### config.mk
export PLATFORM = sky130hd
export DESIGN_NAME = fault_supervisor
export DESIGN_NICKNAME = d
export VERILOG_FILES = /design/src/rtl/fsv_pkg.sv /design/src/rtl/fsv_pin_decode.sv /design/src/rtl/fsv_fault_log.sv /design/src/rtl/fsv_out_chan.sv /design/src/rtl/fault_supervisor.sv
export SDC_FILE = /design/constraint.sdc
export NUM_CORES = 1
export LEC_CHECK = 0
export BUFFER_PORTS_ARGS = -buffer_cell sky130_fd_sc_hd__clkbuf_2
export CORE_ASPECT_RATIO = 2
export CORE_MARGIN = 4
export CORE_UTILIZATION = 53
export DETAILED_ROUTE_END_ITERATION = 7
export PLACE_DENSITY = 0.81
export SYNTH_ARGS = -nofsm -noshare
export SYNTH_HDL_FRONTEND = slang
export SYNTH_SLANG_ARGS = --single-unit
### constraint.sdc
create_clock -name clk -period 4.5 [get_ports clk]
set_clock_uncertainty 0.2 [all_clocks]
set_input_delay 0.9 -clock clk [delete_from_list [all_inputs] [get_ports clk]]
set_output_delay 0.9 -clock clk [all_outputs]
set_load 0.05 [all_outputs]
### src/rtl/fsv_pkg.sv
package fsv_pkg;

    localparam int unsigned FSV_DLY_W   = 14;
    localparam int unsigned FSV_DLY_MAX = 16000;

    typedef enum logic [1:0] {
        GPI_OFF    = 2'd0,
        GPI_UVDIS  = 2'd1,
        GPI_MARGIN = 2'd2,
        GPI_MRESET = 2'd3
    } gpi_mode_e;

    typedef struct packed {
        logic uv_mask;
        logic all_mask;
        logic mr_act;
    } pin_ctl_t;

    function automatic logic [FSV_DLY_W-1:0] clamp_delay(input logic [FSV_DLY_W-1:0] d);
        if (d > FSV_DLY_W'(FSV_DLY_MAX))
            return FSV_DLY_W'(FSV_DLY_MAX);
        return d;
    endfunction

endpackage

### src/rtl/fsv_pin_decode.sv
module fsv_pin_decode
    import fsv_pkg::*;
#(
    parameter int NGPI = 2
) (
    input  logic [NGPI-1:0]   gpi_n,
    input  logic [2*NGPI-1:0] cfg_mode,
    output pin_ctl_t          ctl
);

    always_comb begin
        ctl = '0;
        for (int i = 0; i < NGPI; i++) begin
            gpi_mode_e m;
            m = gpi_mode_e'(cfg_mode[2*i +: 2]);
            if (!gpi_n[i]) begin
                case (m)
                    GPI_UVDIS:  ctl.uv_mask  = 1'b1;
                    GPI_MARGIN: ctl.all_mask = 1'b1;
                    GPI_MRESET: ctl.mr_act   = 1'b1;
                    default:    ;
                endcase
            end
        end
    end

endmodule

### src/rtl/fsv_fault_log.sv
module fsv_fault_log
    import fsv_pkg::*;
#(
    parameter int NCH = 6
) (
    input  logic           clk,
    input  logic           rst,
    input  logic [NCH-1:0] uv_raw,
    input  logic [NCH-1:0] ov_raw,
    input  pin_ctl_t       ctl,
    input  logic           clr_hist,
    input  logic           rearm,
    output logic [NCH-1:0] status_uv,
    output logic [NCH-1:0] status_ov,
    output logic [NCH-1:0] hist_uv,
    output logic [NCH-1:0] hist_ov,
    output logic [NCH-1:0] snap_uv,
    output logic [NCH-1:0] snap_ov,
    output logic           snap_valid
);

    logic [NCH-1:0] uv_m;
    logic [NCH-1:0] ov_m;
    logic           any_fault;
    logic           clr_all;

    assign uv_m      = (ctl.uv_mask || ctl.all_mask) ? '0 : uv_raw;
    assign ov_m      = ctl.all_mask ? '0 : ov_raw;
    assign any_fault = |{uv_m, ov_m};
    assign clr_all   = clr_hist | rearm;

    always_ff @(posedge clk) begin
        if (rst) begin
            status_uv  <= '0;
            status_ov  <= '0;
            hist_uv    <= '0;
            hist_ov    <= '0;
            snap_uv    <= '0;
            snap_ov    <= '0;
            snap_valid <= 1'b0;
        end else begin
            status_uv <= uv_m;
            status_ov <= ov_m;
            if (clr_all) begin
                hist_uv <= '0;
                hist_ov <= '0;
            end else begin
                hist_uv <= hist_uv | uv_m;
                hist_ov <= hist_ov | ov_m;
            end
            if (rearm) begin
                snap_uv    <= '0;
                snap_ov    <= '0;
                snap_valid <= 1'b0;
            end else if (!snap_valid && any_fault) begin
                snap_uv    <= uv_m;
                snap_ov    <= ov_m;
                snap_valid <= 1'b1;
            end
        end
    end

    // without a clear, no history bit ever falls
    assert_hist_sticky_R4: assert property (@(posedge clk) disable iff (rst)
        !clr_all |=> (((hist_uv & $past(hist_uv)) == $past(hist_uv)) &&
                      ((hist_ov & $past(hist_ov)) == $past(hist_ov))));

    // a valid snapshot is frozen until a re-arm
    assert_snap_hold_R5: assert property (@(posedge clk) disable iff (rst)
        (snap_valid && !rearm) |=> (snap_valid && $stable(snap_uv) && $stable(snap_ov)));

    // a re-arm leaves history and snapshot empty
    assert_rearm_clears_R6: assert property (@(posedge clk) disable iff (rst)
        rearm |=> (!snap_valid && hist_uv == '0 && hist_ov == '0));

endmodule

### src/rtl/fsv_out_chan.sv
module fsv_out_chan
    import fsv_pkg::*;
#(
    parameter int NSRC = 15
) (
    input  logic                 clk,
    input  logic                 rst,
    input  logic                 tick,
    input  logic [NSRC-1:0]      src,
    input  logic [NSRC-1:0]      map,
    input  logic                 pol,
    input  logic [FSV_DLY_W-1:0] dly_cfg,
    output logic                 drive_low
);

    logic                 req;
    logic                 act;
    logic [FSV_DLY_W-1:0] dly;
    logic [FSV_DLY_W-1:0] cnt;

    assign req = |(src & map);
    assign dly = clamp_delay(dly_cfg);

    always_ff @(posedge clk) begin
        if (rst || !req) begin
            cnt <= '0;
            act <= 1'b0;
        end else if (!act) begin
            if (cnt >= dly)
                act <= 1'b1;
            else if (tick)
                cnt <= cnt + 1'b1;
        end
    end

    assign drive_low = act ^ pol;

    // release follows a dropped request at the next edge
    assert_release_R11: assert property (@(posedge clk) disable iff (rst)
        !req |=> !act);

    // assertion only ever follows a held request
    assert_rise_needs_req_R10: assert property (@(posedge clk) disable iff (rst)
        $rose(act) |-> $past(req));

endmodule

### src/rtl/fault_supervisor.sv
module fault_supervisor
    import fsv_pkg::*;
#(
    parameter int NCH      = 6,
    parameter int NAUX     = 2,
    parameter int NGPI     = 2,
    parameter int NOUT     = 3,
    parameter int TICK_DIV = 10000
) (
    input  logic                      clk,
    input  logic                      rst,
    input  logic [NCH-1:0]            uv_cmp,
    input  logic [NCH-1:0]            ov_cmp,
    input  logic [NAUX-1:0]           aux_cmp,
    input  logic [NGPI-1:0]           gpi_n,
    input  logic [2*NGPI-1:0]         cfg_gpi_mode,
    input  logic [NAUX-1:0]           cfg_aux_pol,
    input  logic                      cfg_mr_clear,
    input  logic                      clear_hist,
    input  logic [NOUT*(2*NCH+NAUX+1)-1:0] cfg_out_map,
    input  logic [NOUT-1:0]           cfg_out_pol,
    input  logic [NOUT*FSV_DLY_W-1:0] cfg_out_delay,
    output logic [NCH-1:0]            status_uv,
    output logic [NCH-1:0]            status_ov,
    output logic [NAUX-1:0]           aux_status,
    output logic [NCH-1:0]            hist_uv,
    output logic [NCH-1:0]            hist_ov,
    output logic [NCH-1:0]            snap_uv,
    output logic [NCH-1:0]            snap_ov,
    output logic                      snap_valid,
    output logic [NOUT-1:0]           out_drive_low
);

    localparam int NSRC = 2*NCH + NAUX + 1;

    pin_ctl_t        ctl;
    logic            rearm;
    logic            mr_q;
    logic [NAUX-1:0] aux_q;
    logic [NSRC-1:0] src;
    logic            tick;

    fsv_pin_decode #(.NGPI(NGPI)) u_dec (
        .gpi_n    (gpi_n),
        .cfg_mode (cfg_gpi_mode),
        .ctl      (ctl)
    );

    assign rearm = ctl.mr_act & cfg_mr_clear;

    fsv_fault_log #(.NCH(NCH)) u_log (
        .clk        (clk),
        .rst        (rst),
        .uv_raw     (uv_cmp),
        .ov_raw     (ov_cmp),
        .ctl        (ctl),
        .clr_hist   (clear_hist),
        .rearm      (rearm),
        .status_uv  (status_uv),
        .status_ov  (status_ov),
        .hist_uv    (hist_uv),
        .hist_ov    (hist_ov),
        .snap_uv    (snap_uv),
        .snap_ov    (snap_ov),
        .snap_valid (snap_valid)
    );

    always_ff @(posedge clk) begin
        if (rst) begin
            mr_q  <= 1'b0;
            aux_q <= '0;
        end else begin
            mr_q  <= ctl.mr_act;
            aux_q <= aux_cmp ^ cfg_aux_pol;
        end
    end

    assign aux_status = aux_q;
    assign src        = {mr_q, aux_q, status_ov, status_uv};

    generate
        if (TICK_DIV <= 1) begin : g_tick_every
            assign tick = 1'b1;
        end else begin : g_tick_div
            localparam int PW = $clog2(TICK_DIV);
            logic [PW-1:0] pcnt;
            always_ff @(posedge clk) begin
                if (rst || pcnt == PW'(TICK_DIV - 1))
                    pcnt <= '0;
                else
                    pcnt <= pcnt + 1'b1;
            end
            assign tick = (pcnt == PW'(TICK_DIV - 1));
        end
    endgenerate

    generate
        for (genvar k = 0; k < NOUT; k++) begin : g_out
            fsv_out_chan #(.NSRC(NSRC)) u_chan (
                .clk       (clk),
                .rst       (rst),
                .tick      (tick),
                .src       (src),
                .map       (cfg_out_map[k*NSRC +: NSRC]),
                .pol       (cfg_out_pol[k]),
                .dly_cfg   (cfg_out_delay[k*FSV_DLY_W +: FSV_DLY_W]),
                .drive_low (out_drive_low[k])
            );
        end
    endgenerate

    // margin hides every rail fault from the live status
    assert_margin_masks_R3: assert property (@(posedge clk) disable iff (rst)
        ctl.all_mask |=> (status_uv == '0 && status_ov == '0));

    // UV disable hides undervoltage from the live status
    assert_uvdis_masks_R2: assert property (@(posedge clk) disable iff (rst)
        ctl.uv_mask |=> (status_uv == '0));

endmodule

==> results.json, run 1 <==
{
  "status": "finished, final reports clean",
  "setup_violations": 0,
  "power.density_nw_per_um2": 300.7,
  "vias": 5658,
  "die_h_um": 153.7,
  "synth-compound-area-share_pct": 20.57,
  "total_power_mw": 2.050,
  "drcViolationCount": 0,
  "avgRoutedWirePerCell_um": 15.98,
  "final_antenna_net_count": 0,
  "drtIter0Drc": 203,
  "p_leak_nw": 2.968,
  "postSynth.asyncResetShare_pct": 0,
  "cts_buffer_depth": 2,
  "insertion_delay_ps": 340,
  "synth_common_cells": "dfxtp_1, a21oi_1, nand2_1",
  "critPathMaxStageDelay_ps": 560,
  "grt_pass1_vias": 5715,
  "syn_area_sq_um": 5622,
  "arrival_ps": 4070,
  "post-route-min-period_ps": 4005,
  "nFillCells": 889,
  "io_buffers": 157,
  "routabilityCongestion": 0.9535,
  "rsz0062_at_grt": "no",
  "tightest_slew_ps": 999.3,
  "synth.area.mux_share_pct": 0.7567,
  "worstPathCellList": "clkbuf_2 -> inv_1 -> nor3_1 -> nand3_1 -> or2_2 -> and2_1 -> ha_1 -> nand2b_4 -> a2111oi_4 -> o21ai_2 -> a211o_1 -> or4_1 -> a21oi_1",
  "avgViaCountPerCell": 5.815,
  "fp.dieW_um": 80.83,
  "syn_area_per_cell_sq_um": 8.243,
  "yosys-top-cells-area": "dfxtp_1, ha_1, a21oi_1",
  "startpoint_type": "input port",
  "netlist.area_leader.share_pct": 35.25,
  "ys.flop_type": "dfxtp_1",
  "synth_nets": 844,
  "cts-htree-levels": 3,
  "maxCapViolCount": 0,
  "slowest_stage": "or4_1",
  "yosysSeqAreaShare_pct": 35.25,
  "cts_resized": 0,
  "drive_above_1_share_pct": 23.80,
  "synthXorXnorAreaFrac_pct": 2.960,
  "synth.distinct_cells": 59,
  "post_cts_buffers": 0,
  "pin_count": 158,
  "max_freq_ghz": 0.2497,
  "cts_tree": "done",
  "maxSlewViolCount": 0,
  "fp.dieArea_sq_um": 12420,
  "worstPathRequired_ps": 4570,
  "clockRootBuffer": "clkbuf_16",
  "firstDrtPassIters": 4,
  "hold_viol_final": 0,
  "numCtsBuffers": 9,
  "synth_top_family_by_area": "simple AND/OR/NAND/NOR gates",
  "grt_usage_pct": 25.57,
  "path_class": "input port to register",
  "yosysMostFrequentCell": "dfxtp_1",
  "antenna_found_initial": 0,
  "synth_top_area_cell": "dfxtp_1",
  "cts_hold_buf": 0,
  "num_rows": 53,
  "synth-simple-area-share_pct": 25.95,
  "diodes": 0,
  "syn_inst": 682,
  "ys_ff_latch": 99,
  "dp_hpwl_mm": 12.74,
  "synthAdderAreaFrac_pct": 10.24,
  "crit_path_max_fanout": 15,
  "tns_ps": 0,
  "wirelength_mm": 15.55,
  "grt_overflow": 0,
  "cts_sinks": 99,
  "core_area_sq_um": 10480,
  "min_path_type": "register to register",
  "peakVddDrop_mv": 0.2222,
  "syn_to_final_growth_pct": 21.28,
  "nNetsFinal": 993,
  "synth_warnings": 0,
  "finalCritPeriodShare_pct": 88.99,
  "maxSlewHeadroom_pct": 33.25,
  "end_kind": "register",
  "clk_pin_slew_ps": 70,
  "initial_utilization_pct": 53.65,
  "grt_pass1_wl_mm": 25.37,
  "synth_edf_count": 0,
  "grt_max_degree": 19
}
[worst paths after layout]
check / start / endpoint / slack (ps) / cells after the start
setup / recovery: cfg_out_delay[12] / g_out[0].u_chan.cnt[12]$_SDFFE_PP0P_ / 500 / 13
hold / removal: g_tick_div.pcnt[0]$_SDFF_PP0_ / g_tick_div.pcnt[0]$_SDFF_PP0_ / 240 / 1
setup reg to reg: g_tick_div.pcnt[0]$_SDFF_PP0_ / g_out[0].u_chan.cnt[8]$_SDFFE_PP0P_ / 1620 / 6
hold reg to reg: g_tick_div.pcnt[0]$_SDFF_PP0_ / g_tick_div.pcnt[0]$_SDFF_PP0_ / 240 / 1
[registers in the layout, indices dropped and copies added (netlist names)]
signal            cells
g_tick_div.pcnt      14
u_log.snap_uv         6
u_log.snap_valid      1
u_log.hist_uv         6
g_out.u_chan.cnt     42
u_log.hist_ov         6
aux_status            2
g_out.u_chan.act      3
mr_q                  1
u_log.status_uv       6
u_log.snap_ov         6
u_log.status_ov       6
[per-stage QoR]
stage	hold slack, ps	util [%]	setup WS [ps]	area [sq um]	std cells
2_1_floorplan	213.2	-	609.2	5622	682
3_3_place_gp	226.7	62.04	254.0	6500	957
3_5_place_dp	235.4	62.04	164.0	6500	957
4_1_cts	244.8	65.07	512.6	6818	973
5_1_grt	265.2	65.07	315.5	6818	973
6_report	238.6	65.07	495.4	6818	973
[cell families (layout without fill, tap and decap cells)]
group / count (synthesis) / in the layout
simple gates: 283 / 283
compound gates: 173 / 173
flops: 99 / 99
buf+inv: 58 / 212
fa+ha+maj: 46 / 46
xor+xnor: 19 / 19
mux: 4 / 4
[layout by cell type, fill, tap and decap left out, drive strengths merged, types with 3 or more instances in the layout]
master,Yosys,layout
nor3,11,11
o21a,5,5
a21o,7,7
buf,7,4
nor2,57,57
dfxtp,99,99
nand2b,3,3
a211o,5,5
clkbuf,16,166
or4,15,15
nor2b,6,6
or2,7,7
a22oi,23,23
xnor2,10,10
nand4,14,14
and4,3,3
o21bai,4,4
o21ai,19,19
ha,46,46
inv,34,34
a222oi,3,3
a2111oi,3,3
o41ai,5,5
nand3,39,39
o31ai,14,14
clkinvlp,0,3
a211oi,3,3
and3,7,7
and2,19,19
nand3b,3,3
xor2,9,9
or3,11,11
nand2,72,72
a21oi,74,74
nor4,8,8
clkinv,1,3
[report_power, final]
| group | switching (mW) | internal, mW |
|---|---|---|
| Combinational | 0.204 | 0.111 |
| Clock | 0.328 | 0.485 |
| Sequential | 0.0227 | 0.899 |
[metal layers]
layer  track usage, %  vias to the layer above  routed length [um]
met5                0                        -                   0
met4            13.54                        0                 684
met3            5.275                       49                 987
met2            46.76                      225                8277
met1            26.08                     2596                5598
li1                 -                     2788                   -
[critical path: cells and delay by family]
family / cells / cell delay, ps
adders and majority gates: 1 / 270
and+or+nand+nor: 6 / 1700
buffers and inverters: 2 / 110
AOI/OAI and AO/OA: 4 / 1070
[area by class of cell]
cell class	count	area [sq um]	share of cell area [%]
Clock buffer	9	225.2	3.303
Clock inverter	7	92.59	1.358
Inverter	35	131.4	1.927
Multi-Input combinational cell	525	3400	49.86
Sequential cell	99	1982	29.07
Tap cell	137	171.4	2.514
Timing Repair Buffer	161	815.8	11.97
Power figures use the tool's default switching activity.
==> run 2: changes to the inputs <==
- ABC_AREA: not set -> 1
- CORE_UTILIZATION: 53 -> 55
- CTS_BUF_LIST: not set -> sky130_fd_sc_hd__clkbuf_8
- PLACE_DENSITY: 0.81 -> 0.83
==> run 2 against run 1 <==
  * Core utilization rose by 1.0 points
  * First-iteration DRC count rose by 110%
  * Synthesized cell count rose by 31%
  * Worst hold slack improved by 15 ps
  * Combinational power rose by 3%
  * Sequential share of layout area fell by 1.5 points
  * Clock-buffer cell count did not move
==> results.json, run 2 <==
{
  "cts_buffer_depth": 2,
  "holdPathStages": 2,
  "numCtsBuffers": 9,
  "synth_warnings": 0,
  "cts_resized": 0,
  "total_power_mw": 1.816,
  "peakVddDrop_mv": 0.2418,
  "end_kind": "register",
  "antenna_found_initial": 0,
  "hold_viol_final": 0,
  "clockRootBuffer": "clkbuf_8",
  "rr_startpoint": "g_tick_div.pcnt[0]$_SDFF_PP0_",
  "yosysMostFrequentCell": "nand2_1",
  "power.density_nw_per_um2": 252.6,
  "maxSlewHeadroom_pct": 23.23,
  "grt_pass1_vias": 6534,
  "path_buf_inv": 2,
  "drive_above_1_share_pct": 18.00,
  "max_freq_ghz": 0.2717,
  "fp.dieArea_sq_um": 12890,
  "syn_to_final_growth_pct": 18.35,
  "finalCritPeriodShare_pct": 81.80,
  "crit_top_cell": "nand2_1",
  "cts-htree-levels": 3,
  "ys.flop_type": "dfxtp_1",
  "worstPathCellList": "clkbuf_2 -> nor3_1 -> a31oi_1 -> o21ai_1 -> inv_1 -> nor2_1 -> ha_1 -> a21oi_1 -> o21ai_0 -> nand2_1 -> nand2_1 -> nor2_2 -> nand3_1 -> nand2_1 -> a21oi_1",
  "r2r-end": "g_out[2].u_chan.cnt[6]$_SDFFE_PP0P_",
  "cts_sinks": 99,
  "hold_slack_ps": 253.5,
  "path_delay_family": "simple AND/OR/NAND/NOR gates",
  "placed_cell_area_sq_um": 6990,
  "diodes": 0,
  "yosys-top-cells-area": "dfxtp_1, nand2_1, ha_1",
  "final_common_cell": "nand2_1",
  "layout_common_cells": "nand2_1, clkbuf_2, nor2_1, dfxtp_1, inv_1",
  "netlist.area_leader.share_pct": 32.63,
  "initial_utilization_pct": 55.84,
  "largest_reg_flops": 42,
  "status": "finished, final reports clean",
  "firstDrtPassIters": 5,
  "slowest_stage": "nand3_1",
  "fp.dieW_um": 82.31,
  "syn_area_sq_um": 6075,
  "dp_hpwl_mm": 13.88,
  "path_class": "input port to register",
  "drtIter0Drc": 419,
  "synth.distinct_cells": 32,
  "final_antenna_net_count": 0,
  "p_leak_nw": 3.336,
  "pin_count": 158,
  "final_area_sq_um": 7189,
  "grt_pass1_wl_mm": 27.90,
  "r2r_slack_ps": 1560,
  "crit_start": "cfg_out_delay[15]",
  "utilization_pct": 66.09,
  "post-route-min-period_ps": 3681,
  "synth_edf_count": 0,
  "rsz0062_at_grt": "no",
  "vias": 6574,
  "worstPathRequired_ps": 4510,
  "syn_area_per_cell_sq_um": 6.795,
  "hold_start": "u_log.hist_ov[4]$_SDFF_PP0_",
  "cts_hold_buf": 0,
  "yosysSeqAreaShare_pct": 32.63,
  "clk_pin_slew_ps": 100,
  "arrival_ps": 3690,
  "maxSlewViolCount": 0,
  "top_register": "g_out.u_chan.cnt",
  "postSynth.asyncResetShare_pct": 0,
  "post_cts_buffers": 0,
  "core_area_sq_um": 10880,
  "critPathMaxStageDelay_ps": 530,
  "min_path_type": "register to register",
  "die_h_um": 156.6,
  "grt_usage_pct": 27.63,
  "ys_ff_latch": 99,
  "reg.largest.list": "g_out.u_chan.cnt (42), g_tick_div.pcnt (14)",
  "drcViolationCount": 0,
  "avgRoutedWirePerCell_um": 14.44,
  "setup_violations": 0,
  "crit_path_max_fanout": 14,
  "avgViaCountPerCell": 5.524,
  "path_depth": 15,
  "wirelength_mm": 17.18,
  "insertion_delay_ps": 380,
  "num_rows": 54,
  "synth_nets": 1056,
  "synth_common_cells": "nand2_1, nor2_1, dfxtp_1",
  "io_buffers": 157,
  "endpoint": "g_out[1].u_chan.cnt[5]$_SDFFE_PP0P_",
  "synth_top_area_cell": "dfxtp_1",
  "routabilityCongestion": 0.8931,
  "syn_inst": 894,
  "startpoint_type": "input port",
  "reg2regPathDepth": 9,
  "cts_tree": "done",
  "grt_overflow": 0,
  "maxCapViolCount": 0,
  "nNetsFinal": 1207,
  "tightest_slew_ps": 1144,
  "tns_ps": 0,
  "grt_max_degree": 26
}
[run 2: worst min-delay path by stage]
stage,to
3_3_place_gp,g_tick_div.pcnt[0]$_SDFF_PP0_
5_1_grt,u_log.hist_ov[4]$_SDFF_PP0_
2_1_floorplan,g_tick_div.pcnt[0]$_SDFF_PP0_
6_report,u_log.hist_ov[4]$_SDFF_PP0_
3_5_place_dp,u_log.hist_ov[1]$_SDFF_PP0_
4_1_cts,u_log.hist_ov[4]$_SDFF_PP0_
[run 2: cell type report]
type | instances | area, sq um
repair buffers | 167 | 860.8
clock buffers | 9 | 123.9
fillers | 992 | 3689
clock inverters | 7 | 75.07
multi-input cells | 676 | 3627
well taps | 140 | 175.2
flip-flops and latches | 99 | 1982
inverters | 92 | 345.3
[run 2: through the flow]
step / cells / setup WS [ps]
after detailed placement: 1174 / 507.4
after global routing: 1190 / 482.4
after floorplan: 894 / 1172
after global placement: 1174 / 635.2
after CTS: 1190 / 884.9
final: 1190 / 819.2
[run 2: logic make-up after synthesis]
family	Yosys count	share of synthesized area, %
DFF	99	32.63
adders and majority gates	46	9.475
buffers and inverters	119	7.662
xor gates and xnor gates	40	5.767
and+or+nand+nor	459	32.65
AOI/OAI and AO/OA	131	11.82
[run 2: report_power, final]
part / leakage (nW) / internal (mW) / total, mW / switching (mW)
clock: 0.0990 / 0.221 / 0.575 / 0.353
combinational: 2.43 / 0.106 / 0.323 / 0.217
sequential: 0.805 / 0.900 / 0.918 / 0.0184
[run 2: worst min-delay path, stage by stage (launching register included)]
cell,delay (ps)
dfxtp_1,320
inv_1,50
a21oi_1,50
[run 2: metal layers]
metal,global-route usage [%],wire [um],vias up
li1,-,-,3282
met4,17.59,983,0
met1,24.01,5715,2998
met5,0,0,-
met2,54.17,9719,218
met3,4.608,764,76
